`config.mk`:
```
export PLATFORM = sky130hd
export DESIGN_NAME = cfg_loader
export DESIGN_NICKNAME = d
export VERILOG_FILES = /design/src/rtl/cfg_loader_pkg.sv /design/src/rtl/cfg_loader_seq.sv /design/src/rtl/cfg_loader_fetch.sv /design/src/rtl/cfg_loader_ser.sv /design/src/rtl/cfg_loader.sv
export SDC_FILE = /design/constraint.sdc
export NUM_CORES = 1
export LEC_CHECK = 0
export BUFFER_PORTS_ARGS = -buffer_cell sky130_fd_sc_hd__buf_4
export CELL_PAD_IN_SITES_DETAIL_PLACEMENT = 1
export CELL_PAD_IN_SITES_GLOBAL_PLACEMENT = 2
export CORE_ASPECT_RATIO = 0.6
export CORE_MARGIN = 2
export CORE_UTILIZATION = 36
export DETAILED_ROUTE_END_ITERATION = 10
export GPL_TIMING_DRIVEN = 1
export PLACE_DENSITY = 0.87
export SYNTH_ARGS = -nofsm -noshare
export SYNTH_HDL_FRONTEND = slang
export SYNTH_HIERARCHICAL = 1
export SYNTH_SLANG_ARGS = --single-unit
```
`constraint.sdc`:
```
create_clock -name clk -period 4.1 [get_ports clk]
set_input_delay 0 -clock clk [delete_from_list [all_inputs] [get_ports clk]]
set_output_delay 0 -clock clk [all_outputs]
set_load 0.05 [all_outputs]
```
`src/rtl/cfg_loader_pkg.sv`:
```
// Shared types for the parallel configuration loader.
// Assumes: nothing beyond IEEE 1800-2017.
package cfg_loader_pkg;

    // Sequencer phases of one load
    typedef enum logic [1:0] {
        LD_IDLE  = 2'd0,
        LD_PULSE = 2'd1,
        LD_WINIT = 2'd2,
        LD_FEED  = 2'd3
    } ld_state_t;

endpackage

```
`src/rtl/cfg_loader_seq.sv`:
```
// Load sequencer: accepts a strobe, pulses the program line, waits for INIT,
// enables streaming and ends on DONE or on a timeout.
// Assumes: init_i and done_i are already synchronous to clk.
module cfg_loader_seq
    import cfg_loader_pkg::*;
#(
    parameter int ADDR_W   = 24,
    parameter int PROG_CYC = 8,
    parameter int INIT_TMO = 64,
    parameter int DONE_TMO = 4096
) (
    input  logic              clk,
    input  logic              rst_n,
    input  logic              reconf_i,
    input  logic [ADDR_W-1:0] slot_base_i,
    input  logic              init_i,
    input  logic              done_i,
    output logic              prog_n_o,
    output logic              busy_o,
    output logic              err_o,
    output logic              feed_o,
    output logic [ADDR_W-1:0] base_o
);

    localparam int MAX_A = (PROG_CYC > INIT_TMO) ? PROG_CYC : INIT_TMO;
    localparam int MAX_C = (MAX_A > DONE_TMO) ? MAX_A : DONE_TMO;
    localparam int CNT_W = $clog2(MAX_C + 1);

    ld_state_t         state;
    logic [CNT_W-1:0]  tmr;
    logic [ADDR_W-1:0] base_q;
    logic              err_q;

    // Advance the load phases and their cycle timer
    always_ff @(posedge clk) begin
        if (!rst_n) begin
            state  <= LD_IDLE;
            tmr    <= '0;
            base_q <= '0;
            err_q  <= 1'b0;
        end else begin
            case (state)
                LD_IDLE: begin
                    if (reconf_i) begin
                        state  <= LD_PULSE;
                        tmr    <= '0;
                        base_q <= slot_base_i;
                        err_q  <= 1'b0;
                    end
                end
                LD_PULSE: begin
                    if (tmr == CNT_W'(PROG_CYC - 1)) begin
                        state <= LD_WINIT;
                        tmr   <= '0;
                    end else begin
                        tmr <= tmr + 1'b1;
                    end
                end
                LD_WINIT: begin
                    if (init_i) begin
                        state <= LD_FEED;
                        tmr   <= '0;
                    end else if (tmr == CNT_W'(INIT_TMO - 1)) begin
                        state <= LD_IDLE;
                        err_q <= 1'b1;
                    end else begin
                        tmr <= tmr + 1'b1;
                    end
                end
                LD_FEED: begin
                    if (done_i) begin
                        state <= LD_IDLE;
                    end else if (tmr == CNT_W'(DONE_TMO - 1)) begin
                        state <= LD_IDLE;
                        err_q <= 1'b1;
                    end else begin
                        tmr <= tmr + 1'b1;
                    end
                end
                default: state <= LD_IDLE;
            endcase
        end
    end

    // Decode phase into the outward lines
    always_comb begin
        prog_n_o = (state != LD_PULSE);
        busy_o   = (state != LD_IDLE);
        feed_o   = (state == LD_FEED);
        err_o    = err_q;
        base_o   = base_q;
    end

endmodule

```
`src/rtl/cfg_loader_fetch.sv`:
```
// Word fetcher: keeps one flash word prefetched, with at most one read in
// flight; the address starts at the slot base and steps by one per request.
// Assumes: the flash controller answers every request with one rd_valid_i.
module cfg_loader_fetch #(
    parameter int ADDR_W = 24,
    parameter int WORD_W = 16
) (
    input  logic              clk,
    input  logic              rst_n,
    input  logic              feed_i,
    input  logic [ADDR_W-1:0] base_i,
    input  logic              take_i,
    output logic              rd_req_o,
    output logic [ADDR_W-1:0] rd_addr_o,
    input  logic              rd_valid_i,
    input  logic [WORD_W-1:0] rd_data_i,
    output logic              pf_vld_o,
    output logic [WORD_W-1:0] pf_data_o
);

    logic [ADDR_W-1:0] addr_q;
    logic              inflight;
    logic              pf_vld;
    logic [WORD_W-1:0] pf_data;

    // Request when streaming, the slot is empty and nothing is in flight
    always_comb begin
        rd_req_o  = feed_i && !pf_vld && !inflight;
        rd_addr_o = addr_q;
        pf_vld_o  = pf_vld;
        pf_data_o = pf_data;
    end

    // Track the in-flight read, the prefetch slot and the next address
    always_ff @(posedge clk) begin
        if (!rst_n) begin
            addr_q   <= '0;
            inflight <= 1'b0;
            pf_vld   <= 1'b0;
            pf_data  <= '0;
        end else if (!feed_i) begin
            addr_q <= base_i;
            pf_vld <= 1'b0;
            if (rd_valid_i) begin
                inflight <= 1'b0;
            end
        end else begin
            if (rd_req_o) begin
                inflight <= 1'b1;
                addr_q   <= addr_q + 1'b1;
            end
            if (rd_valid_i && inflight) begin
                inflight <= 1'b0;
                pf_vld   <= 1'b1;
                pf_data  <= rd_data_i;
            end
            if (take_i) begin
                pf_vld <= 1'b0;
            end
        end
    end

endmodule

```
`src/rtl/cfg_loader_ser.sv`:
```
// Byte serializer and clock divider: splits words most significant byte
// first and drives one byte per divided clock period; the byte changes only
// at the start of a period, while the clock is low.
// Assumes: WORD_W is a multiple of 8; HALF_PER >= 1.
module cfg_loader_ser #(
    parameter int WORD_W   = 16,
    parameter int HALF_PER = 2
) (
    input  logic              clk,
    input  logic              rst_n,
    input  logic              feed_i,
    input  logic              pf_vld_i,
    input  logic [WORD_W-1:0] pf_data_i,
    output logic              take_o,
    output logic              cclk_o,
    output logic [7:0]        cdata_o
);

    localparam int BPW   = WORD_W / 8;
    localparam int LFT_W = $clog2(BPW + 1);
    localparam int PER   = 2 * HALF_PER;
    localparam int PH_W  = $clog2(PER);

    logic [PH_W-1:0]   phase;
    logic              run;
    logic [WORD_W-1:0] cur;
    logic [LFT_W-1:0]  left;
    logic [7:0]        byte_q;
    logic              new_per;

    // A fresh period may start when stopped or on the last phase
    always_comb begin
        new_per = !run || (phase == PH_W'(PER - 1));
        take_o  = feed_i && new_per && (left == '0) && pf_vld_i;
        cclk_o  = run && (phase >= PH_W'(HALF_PER));
        cdata_o = byte_q;
    end

    // Step the divider and load the next byte at each period start
    always_ff @(posedge clk) begin
        if (!rst_n) begin
            phase  <= '0;
            run    <= 1'b0;
            cur    <= '0;
            left   <= '0;
            byte_q <= '0;
        end else if (!feed_i) begin
            phase <= '0;
            run   <= 1'b0;
            left  <= '0;
        end else if (new_per) begin
            phase <= '0;
            if (left != '0) begin
                byte_q <= cur[WORD_W-1 -: 8];
                cur    <= cur << 8;
                left   <= left - 1'b1;
                run    <= 1'b1;
            end else if (pf_vld_i) begin
                byte_q <= pf_data_i[WORD_W-1 -: 8];
                cur    <= pf_data_i << 8;
                left   <= LFT_W'(BPW - 1);
                run    <= 1'b1;
            end else begin
                run <= 1'b0;
            end
        end else begin
            phase <= phase + 1'b1;
        end
    end

endmodule

```
`src/rtl/cfg_loader.sv`:
```
// Top of the parallel slave configuration loader: sequencer, word fetcher
// and byte serializer.
// Assumes: one flash controller with a request/valid read port; target
// INIT and DONE lines synchronised to clk outside this block.
module cfg_loader #(
    parameter int ADDR_W   = 24,
    parameter int WORD_W   = 16,
    parameter int HALF_PER = 2,
    parameter int PROG_CYC = 8,
    parameter int INIT_TMO = 64,
    parameter int DONE_TMO = 4096
) (
    input  logic              clk,
    input  logic              rst_n,
    input  logic              reconf_i,
    input  logic [ADDR_W-1:0] slot_base_i,
    output logic              prog_n_o,
    input  logic              init_i,
    input  logic              done_i,
    output logic              rd_req_o,
    output logic [ADDR_W-1:0] rd_addr_o,
    input  logic              rd_valid_i,
    input  logic [WORD_W-1:0] rd_data_i,
    output logic              cclk_o,
    output logic [7:0]        cdata_o,
    output logic              busy_o,
    output logic              err_o
);

    logic              feed;
    logic [ADDR_W-1:0] base;
    logic              take;
    logic              pf_vld;
    logic [WORD_W-1:0] pf_data;

    cfg_loader_seq #(
        .ADDR_W  (ADDR_W),
        .PROG_CYC(PROG_CYC),
        .INIT_TMO(INIT_TMO),
        .DONE_TMO(DONE_TMO)
    ) u_seq (
        .clk        (clk),
        .rst_n      (rst_n),
        .reconf_i   (reconf_i),
        .slot_base_i(slot_base_i),
        .init_i     (init_i),
        .done_i     (done_i),
        .prog_n_o   (prog_n_o),
        .busy_o     (busy_o),
        .err_o      (err_o),
        .feed_o     (feed),
        .base_o     (base)
    );

    cfg_loader_fetch #(
        .ADDR_W(ADDR_W),
        .WORD_W(WORD_W)
    ) u_fetch (
        .clk       (clk),
        .rst_n     (rst_n),
        .feed_i    (feed),
        .base_i    (base),
        .take_i    (take),
        .rd_req_o  (rd_req_o),
        .rd_addr_o (rd_addr_o),
        .rd_valid_i(rd_valid_i),
        .rd_data_i (rd_data_i),
        .pf_vld_o  (pf_vld),
        .pf_data_o (pf_data)
    );

    cfg_loader_ser #(
        .WORD_W  (WORD_W),
        .HALF_PER(HALF_PER)
    ) u_ser (
        .clk      (clk),
        .rst_n    (rst_n),
        .feed_i   (feed),
        .pf_vld_i (pf_vld),
        .pf_data_i(pf_data),
        .take_o   (take),
        .cclk_o   (cclk_o),
        .cdata_o  (cdata_o)
    );

endmodule

```
## Word-level counts from Yosys, hierarchy flattened

Cells that the tools add are included.

- Bits in registers: 111

- Add/sub/neg operators: 4
- $lt $le $gt $ge: 1
- Equal/unequal tests: 20
- Muxes and demuxes: 34
- Bitwise operators: 2
- Reduce and logical (&&, ||, !) cells: 29

Operators with widths:

| kind | count |
|---|---|
| $mux W13 | 6 |
| $pmux W13 S4 | 1 |
| $mux W24 | 2 |
| $mux W16 | 2 |
| $add A24 B1 Y24 const B | 1 |
| $mux W2 | 8 |
| $mux W8 | 2 |
| $add A13 B1 Y13 const B | 1 |
| $eq A13 B12 Y1 const B | 1 |
| $eq A13 B3 Y1 const B | 1 |
| $eq A13 B6 Y1 const B | 1 |
| $ne A2 B2 Y1 const B | 6 |
| $mux W1 | 11 |
| $reduce_and A2 Y1 | 5 |
| $ne A3 B3 Y1 const B | 3 |
| $pmux W2 S4 | 1 |
| $reduce_and A4 Y1 | 2 |
| $reduce_bool A2 Y1 | 4 |
| $logic_and A1 B1 Y1 | 7 |
| $eq A2 B2 Y1 const B | 3 |
| $ne A2 B1 Y1 const B | 3 |
| $reduce_and A6 Y1 | 1 |
| $reduce_or A3 Y1 | 2 |
| $logic_not A2 Y1 | 2 |
| 11 further kinds | 14 |

## Depth between registers and ports, before layout

Gate-level depths: netlist of the first run.

- Word-level depth: 6
- Mapped depth: 8
- Gate-level depth less buffers: 6

## By module

Netlist of the first run, hierarchy kept.

Modules (own cells, without submodules):

| module | times used | cells an instance | area an instance (um2) |
|---|---|---|---|
| cfg_loader_fetch | 1 | 253 | 2,005.7 |
| cfg_loader_seq | 1 | 241 | 1,960.6 |
| cfg_loader_ser | 1 | 111 | 988.4 |

## Worst setup path after synthesis of the first run

OpenSTA, ideal clock, no wires.

- Path kind: register to register
- Start point: register u_seq.state[0]
- End point: register u_fetch.addr_q[21] (netlist: u_fetch/rd_addr_o[21])
- Arrival: 3.345 ns
- Required time: 4.026 ns
- Path slack: 0.681 ns
- Cell stages (with the launch flop): 8
- Buffers on the path: 2
- Clock period less this slack: 3.419 ns
- Cell sequence: dfxtp_1 clkbuf_8 and2_2 clkbuf_1 nor3b_1 nand4_1 or4_1 a31oi_1

- Word-level cells in the longest chain between the ends: 4
- Elaborated cells between the ends (all ways): 5

RTL lines:

| element | line | RTL |
|---|---|---|
| start: declaration | cfg_loader_seq.sv:29 | `ld_state_t state;` |
| start signal: assignment | cfg_loader_seq.sv:37 | `state <= LD_IDLE;` |
| start signal: assignment | cfg_loader_seq.sv:45 | `state <= LD_PULSE;` |
| start signal: assignment | cfg_loader_seq.sv:53 | `state <= LD_WINIT;` |
| $eq A2 B2 Y1 | cfg_loader_seq.sv:89 | `feed_o = (state == LD_FEED);` |
| via feed | cfg_loader.sv:30 | `logic feed;` |
| $logic_and A1 B1 Y1 (2 in series) | cfg_loader_fetch.sv:28 | `rd_req_o = feed_i && !pf_vld && !inflight;` |
| via rd_req_o | cfg_loader.sv:20 | `output logic rd_req_o,` |
| $ne A2 B2 Y1 (no source line) | -- |  |
| end signal: assignment | cfg_loader_fetch.sv:42 | `addr_q <= base_i;` |
| end signal: assignment | cfg_loader_fetch.sv:50 | `addr_q <= addr_q + 1'b1;` |
| end: declaration | cfg_loader_fetch.sv:21 | `logic [ADDR_W-1:0] addr_q;` |

The timed path passes the listed nets, and every way through them passes these cells.
A chain may end at the register's enable or synchronous reset.

## Final worst setup path of the first run

- Start point: register u_seq.tmr[9]
- End point: register u_seq.tmr[11]

- Word-level cells in the longest chain between the ends: 4
- Elaborated cells between the ends (all ways): 13

RTL lines:

| element | line | RTL |
|---|---|---|
| start: declaration | cfg_loader_seq.sv:30 | `logic [CNT_W-1:0] tmr;` |
| start signal: assignment | cfg_loader_seq.sv:56 | `tmr <= tmr + 1'b1;` |
| start signal: assignment | cfg_loader_seq.sv:67 | `tmr <= tmr + 1'b1;` |
| start signal: assignment | cfg_loader_seq.sv:77 | `tmr <= tmr + 1'b1;` |
| $add A13 B1 Y13 | cfg_loader_seq.sv:56, cfg_loader_seq.sv:67, cfg_loader_seq.sv:77 |  |
| $mux W13 (on tied branches) | cfg_loader_seq.sv:73, cfg_loader_seq.sv:63 |  |
| $mux W13 (on tied branches) | cfg_loader_seq.sv:71, cfg_loader_seq.sv:60 |  |
| $pmux W13 S4 | cfg_loader_seq.sv:42 | `case (state)` |

Several ways; a longest one is shown, not always the timed one. The select of a mux whose other input is x is not followed.

==> summary.log, run 1 <==
INFO  die            fp.coreArea=13540squm
INFO  placed_design  post_dp_cell_area=5549squm
INFO  setup_path     cp-start-kind=register
INFO  sta            final.setup_skew=0.006921ns
INFO  grt            grt_max_degree=76
INFO  layout         final_core_utilization=0.4606
INFO  clocking       cts_hold_buf=40
INFO  sta            achievable-frequency=0.3556GHz
INFO  sta            hold-worst-slack=0.03072ns
INFO  routing        wl=16.19mm
INFO  routing        antenna_left=0
INFO  sta            min_period=2.812ns
INFO  power          power.density_cell_area=337.8nW/um^2
INFO  routing        detail_route.iter0.violations=265
INFO  clocking       clk_pin_slew=0.07ns
INFO  layout         finalInstanceArea=6238squm
INFO  clocking       cts_root_buffer=clkbuf_16
INFO  placed_design  dpl.hpwl=11.13mm
INFO  sta            setup_tns=0ns
INFO  clocking       tritoncts=built
INFO  grt            grt_overflow_total=0
INFO  die            io-pin-count=83
INFO  yosys          post_synth_main_area_contributors=dfxtp_1 42%, nand2_1 9.2%, a21oi_1 4.7%, a21boi_0 3.6%, o21ai_0 3.3%
INFO  setup_path     cp_data_arrival_time=3.04ns
INFO  clocking       cts_buffers=9
INFO  setup_path     required=4.33ns
INFO  setup_path     worstPathCellList=or4_4, or4_4, o311ai_4, or2b_2, o32ai_1
INFO  routing        wl_per_cell=18.48microns
INFO  grt            grt_pass1_wl=25.89mm
INFO  die            die_height=94.88microns
INFO  sta            relSlewSlack=0.4375
INFO  yosys          synth_largest_type_area_fraction=0.4162
INFO  layout         antenna-diode-count=0
INFO  sta            finalSetupViolations=0
INFO  placed_design  global_placement_routability_congestion=0.8411
INFO  yosys          synth_enable_flop_cells=0
INFO  sta            finalMaxSlewViolations=0
INFO  sta            fin_crit_sh=0.6859
INFO  yosys          post_synth_instance_area=4955squm
INFO  die            die_area=14750squm
INFO  sta            tightest_slew=0.8417ns
INFO  yosys          seq_area_frac_synth=0.4162
INFO  setup_path     timing.critical_path.fanout_max=15
INFO  placed_design  total_of_buffers_placed_on_input_and_output_ports=82
INFO  yosys          synthesis.instances=605
INFO  sta            rsz0062_at_grt=no
INFO  power          p_leak=2.129nW
INFO  power          report.power.total=2.107mW
INFO  clocking       htreeDepth=3
INFO  die            floorplan.initialDensity=0.3659
INFO  clocking       cts_resized=0
INFO  die            fp.dieW=155.5microns
INFO  yosys          ys.warnings.count=6
INFO  yosys          synth_commonest_cells=121 x nand2_1, 103 x dfxtp_1, 47 x a21oi_1
INFO  clocking       number_of_clock_sinks_seen_by_cts=103
INFO  grt            globalRouteTotalUtil=0.2251
INFO  yosys          synth_top_area_cell=dfxtp_1
INFO  grt            first_global_vias=4810
INFO  yosys          ys.flop_type=dfxtp_1
INFO  setup_path     timing.setup.critical_path_class=register to register
INFO  outcome        status=complete, no violations
INFO  setup_path     cpPeakStageDelay=0.63ns
INFO  yosys          synth_async_sr_flop_share=0
INFO  clocking       clkLatencyLatePin=0.35ns
INFO  layout         finish.net_count=746
INFO  setup_path     path_delay_family=simple AND/OR/NAND/NOR gates
INFO  grt            antenna_found_initial=0
INFO  worst_hold_path worst_hold_path_class=input port to register
INFO  yosys          synth_seq_cells=103
INFO  routing        num_vias=4914
INFO  clocking       post_cts.repair.setup_buffers=0
INFO  sta            count_of_endpoints_failing_hold_in_the_final_timing_report=0
INFO  power          vdd.ir_drop.worst=0.1920mV
INFO  yosys          number_of_distinct_library_cells_after_synthesis=61
INFO  routing        route.detailed.vias_per_inst=5.610
INFO  clocking       clockBufferDepth=2
INFO  yosys          yosys.cell_count.top_type=nand2_1
INFO  routing        drc_errors=0
INFO  setup_path     crit_path_top_delay_cell=o311ai_4
INFO  setup_path     critical_path_buf_inv_count=0
INFO  yosys          syn-mean-instance-area=8.190squm
INFO  layout         syn2layout_area_growth=25.91%
INFO  run            cap_violations=0
INFO  setup_path     kind_of_end_point_of_the_critical_path=register
INFO  setup_path     crit_top_cell=or4_4
INFO  yosys          synth.net_count=655
INFO  layout         drive_above_1_share=0.1726
INFO  routing        drt_first_pass_iters=4
INFO  die            std_cell_rows=33
==> state kept, by name, summed over array words and instances, names as in the netlist <==
register and cells:
u_seq/base_o 24, u_ser/run 1, u_fetch/inflight 1, u_fetch/rd_addr_o 24, u_ser/phase 2, u_ser/cdata_o 8
u_seq/state 2, u_fetch/pf_vld_o 1, u_seq/err_o 1, u_fetch/pf_data_o 16, u_seq/tmr 13, u_ser/left 2
u_ser/cur 8
==> per-stage QoR <==
stage	setup slack, ns	cells
2_1_floorplan	0.6811	605
6_report	1.288	876
3_3_place_gp	1.441	820
3_5_place_dp	1.306	820
4_1_cts	1.294	876
5_1_grt	1.124	876
==> metal layers <==
layer,share of wire,track usage
met2,0.43,0.3341
met3,0.047,0.04819
met4,0.0083,0.05122
met5,0,0
met1,0.52,0.3329
==> final cells by class <==
cell class	instances	area, sq um
Timing Repair Buffer	123	1023
Sequential cell	103	2062
Tap cell	175	219.0
Clock inverter	7	63.81
Multi-Input combinational cell	443	2585
Inverter	16	60.06
Clock buffer	9	225.2
Fill cell	1622	7305
==> where the power goes <==
| group | total, mW | switching (mW) | internal (mW) |
|---|---|---|---|
| registers | 1.05 | 0.0280 | 1.02 |
| clock network | 0.846 | 0.421 | 0.425 |
| logic | 0.210 | 0.118 | 0.0928 |
| total | 2.11 | 0.566 | 1.54 |
==> final timing paths <==
path	startpoint	endpoint	slack, ns	cells past startpoint
min	rd_valid_i	u_fetch/inflight	0.03	4
min reg2reg	u_fetch/pf_data_o[1]	u_fetch/pf_data_o[1]	0.46	2
max reg2reg	u_seq/tmr[9]	u_seq/tmr[11]	1.29	5
max	u_seq/tmr[9]	u_seq/tmr[11]	1.29	5
==> worst reg2reg max path: stages, from the launching register on <==
cell	delay, ns
dfxtp_1	0.39
or4_4	0.58
or4_4	0.54
o311ai_4	0.63
or2b_2	0.39
o32ai_1	0.15
==> cell usage in the layout, fill, tap and decap left out, types with 10 or more instances in the layout <==
master and n:
nand2_1 121, dfxtp_1 103, buf_4 83, a21oi_1 47, dlygate4sd3_1 40, o21ai_0 33, a21boi_0 24, nand4_1 20
a31oi_1 18, nor2_1 16, nand3_1 15, inv_1 14, o31ai_1 13, a311oi_1 11, o22ai_1 10
==> logic make-up (layout without fill, tap and decap cells) <==
logic type                 Yosys count  count (layout)  share of synthesized area
AOI/OAI and AO/OA                  175             175                     0.2275
xor gates and xnor gates            10              10                    0.01768
adders and majority gates            4               4                    0.01010
buffers and inverters               59             155                    0.06212
DFF                                103             103                     0.4162
muxes                                1               1                   0.002020
and+or+nand+nor                    253             253                     0.2644
(Power assumes the default switching activity.)
==> inputs of run 2 (changes only) <==
--- a/config.mk
+++ b/config.mk
@@ -10,10 +10,10 @@
 export CELL_PAD_IN_SITES_GLOBAL_PLACEMENT = 2
 export CORE_ASPECT_RATIO = 0.6
 export CORE_MARGIN = 2
-export CORE_UTILIZATION = 36
+export CORE_UTILIZATION = 30
 export DETAILED_ROUTE_END_ITERATION = 10
 export GPL_TIMING_DRIVEN = 1
-export PLACE_DENSITY = 0.87
+export PLACE_DENSITY = 0.77
 export SYNTH_ARGS = -nofsm -noshare
 export SYNTH_HDL_FRONTEND = slang
 export SYNTH_HIERARCHICAL = 1
==> constraint.sdc (replaced) <==
create_clock -name clk -period 2.4 [get_ports clk]
set_input_delay 0 -clock clk [delete_from_list [all_inputs] [get_ports clk]]
set_output_delay 0 -clock clk [all_outputs]
set_load 0.05 [all_outputs]
==> run 2 against run 1 <==
Net effect: register-to-register slack got worse by 1.2 ns; wire length rose by 5.0%; global-route usage fell by 2.9 points; worst setup slack got worse by 1.2 ns; utilization fell by 6.2 points.
==> summary.log, run 2 (synthesis gave the netlist of run 1 again) <==
INFO  clocking       clk_pin_slew=0.07ns [about the same]
INFO  clocking       number_of_clock_sinks_seen_by_cts=103 [unchanged]
INFO  setup_path     startpoint=u_seq/tmr[10]
INFO  placed_design  global_placement_routability_congestion=0.8572 [+1.9%]
INFO  sta            relSlewSlack=0.4633 [+0.02578]
INFO  setup_path     required=2.66ns [-1.67 ns]
INFO  clocking       htreeDepth=3 [unchanged]
INFO  sta            achievable-frequency=0.4296GHz [+21%]
INFO  setup_path     r2r-start=u_seq/tmr[10]
INFO  clocking       clockBufferDepth=2 [unchanged]
INFO  placed_design  dpl.hpwl=12.23mm [+9.9%]
INFO  setup_path     timing.rr.end=u_seq/tmr[5]
INFO  layout         syn2layout_area_growth=30.30%
INFO  routing        drc_errors=0 [unchanged]
INFO  sta            rsz0062_at_grt=no
INFO  sta            min_period=2.328ns [-0.4847 ns]
INFO  routing        wl=16.99mm [+5.0%]
INFO  placed_design  dp.cells=875 [+6.7%]
INFO  grt            grt_overflow_total=0 [unchanged]
INFO  grt            grt_pass1_wl=27.28mm [+5.4%]
INFO  outcome        status=complete, no violations
INFO  placed_design  total_of_buffers_placed_on_input_and_output_ports=82 [unchanged]
INFO  power          report.power.total=3.620mW [+72%]
INFO  power          power.density_cell_area=560.7nW/um^2 [+66%]
INFO  setup_path     reg2reg_setup_slack=0.07ns [-1.22 ns]
INFO  die            fp.coreArea=16220squm [+20%]
INFO  setup_path     cp-start-kind=register
INFO  die            die_height=103.5microns [+9.1%]
INFO  setup_path     worstPathCellList=or4_4, or4_4, o311ai_4, buf_6, a21oi_1, o22ai_1
INFO  die            floorplan.initialDensity=0.3056 [-0.06030]
INFO  clocking       clkLatencyLatePin=0.35ns [about the same]
INFO  clocking       cts_root_buffer=clkbuf_16
INFO  grt            grt_max_degree=58 [-24%]
INFO  setup_path     crit_end=u_seq/tmr[5]
INFO  sta            finalMaxSlewViolations=0 [unchanged]
INFO  setup_path     kind_of_end_point_of_the_critical_path=register
INFO  setup_path     cp_data_arrival_time=2.59ns [-0.45 ns]
INFO  sta            setup_tns=0ns [unchanged]
INFO  sta            count_of_endpoints_failing_hold_in_the_final_timing_report=0 [unchanged]
INFO  routing        drt_first_pass_iters=5 [+1]
INFO  power          vdd.ir_drop.worst=0.2852mV [+49%]
INFO  routing        num_vias=4894 [-0.41%]
INFO  setup_path     timing.setup.critical_path_class=register to register
INFO  layout         finish.net_count=766 [+2.7%]
INFO  setup_path     path_delay_family=simple AND/OR/NAND/NOR gates
INFO  grt            first_global_vias=4892 [+1.7%]
INFO  routing        wl_per_cell=18.27microns [-1.1%]
INFO  setup_path     cpPeakStageDelay=0.56ns [-0.07 ns]
INFO  setup_path     worstSetupPathDepth=6 [+1]
INFO  die            die_area=17590squm [+19%]
INFO  sta            tightest_slew=0.8051ns [-0.03663 ns]
INFO  sta            hold-worst-slack=0.01765ns [-0.01307 ns]
INFO  routing        detail_route.iter0.violations=326 [+23%]
INFO  sta            fin_crit_sh=0.9698 [+0.2839]
INFO  clocking       cts_buffers=9 [unchanged]
INFO  grt            antenna_found_initial=0 [unchanged]
INFO  clocking       tritoncts=built
INFO  run            cap_violations=0 [unchanged]
INFO  grt            globalRouteTotalUtil=0.1964 [-0.02878]
INFO  setup_path     timing.reg2reg.worst_path_depth=6 [+1]
INFO  power          p_leak=2.241nW [+5.2%]
INFO  setup_path     crit_path_top_delay_cell=or4_4
INFO  sta            finalSetupViolations=0 [unchanged]
INFO  layout         drive_above_1_share=0.2011 [+0.02850]
INFO  routing        antenna_left=0 [unchanged]
INFO  layout         layout.cells.most_common=nand2_1
INFO  sta            final.setup_skew=0.01065ns [+0.003731 ns]
INFO  layout         antenna-diode-count=0 [unchanged]
INFO  layout         final_core_utilization=0.3981 [-0.06250]
INFO  layout         layout.cells.most_common_list=121 x nand2_1, 103 x buf_4, 101 x dfxtp_1
INFO  worst_hold_path worst_hold_path_class=input port to register
INFO  setup_path     critical_path_buf_inv_count=1 [+1]
INFO  layout         fin_cells=930 [+6.2%]
INFO  setup_path     timing.critical_path.fanout_max=14 [-1]
INFO  die            fp.dieW=169.9microns [+9.3%]
INFO  die            std_cell_rows=36 [+9.1%]
INFO  routing        route.detailed.vias_per_inst=5.262 [-6.2%]
INFO  die            io-pin-count=83 [unchanged]
INFO  setup_path     crit_top_cell=or4_4
[run 2: how the worst min path moves through the flow]
stage                    from               endpoint  slack, ns  cells past startpoint
2_1_floorplan    rd_data_i[0]   u_fetch/pf_data_o[0]       0.14                      2
3_3_place_gp    rd_data_i[13]  u_fetch/pf_data_o[13]       0.25                      3
3_5_place_dp    rd_data_i[14]  u_fetch/pf_data_o[14]       0.26                      3
4_1_cts        slot_base_i[9]        u_seq/base_o[9]     0.0001                      3
5_1_grt        slot_base_i[9]        u_seq/base_o[9]       0.03                      3
6_report       slot_base_i[9]        u_seq/base_o[9]       0.02                      3
[run 2: routing by layer]
layer / wire [microns] / global-route usage / vias to the layer above / share of wire
li1: - / - / 2419 / -
met1: 9101 / 0.3058 / 2364 / 0.54
met3: 721 / 0.03821 / 9 / 0.042
met5: 0 / 0 / - / 0
met2: 7070 / 0.2816 / 102 / 0.42
met4: 99 / 0.02930 / 0 / 0.0058
[run 2: cell type report]
type                       instances  area, sq um
fill                            1924         9759
sequential                       103         2064
multi-input combinational        443         2603
clock buffer                      10        229.0
timing repair buffer             143         1175
inverter                          16        60.06
clock inverter                     6        63.81
tap                              209        261.5
[run 2: through the flow]
step	worst slack, ns	area (sq um)
after floorplan	-0.06645	4970
after global placement	0.1393	5763
after detailed placement	0.04176	5763
after CTS	0.03632	6446
after global routing	0.001065	6456
final	0.07240	6456
[run 2: repair_timing]
action / 4_1_cts / 5_1_grt
gates resized for setup: 0 / 3
buffers inserted: 0 / 0
endpoints found under the setup margin: 0 / 13
endpoints found under the hold margin: 39 / 0
hold buffers: 39 / 0
[run 2: worst min-delay path, stage by stage]
cell,delay (ns)
buf_4,0.11
nand2_1,0.11
a21boi_0,0.10
[run 2: where the power goes]
| group | internal [mW] | switching, mW | total, mW |
|---|---|---|---|
| logic | 0.172 | 0.217 | 0.389 |
| clock network | 0.735 | 0.712 | 1.45 |
| registers | 1.75 | 0.0375 | 1.79 |
| total | 2.65 | 0.966 | 3.62 |
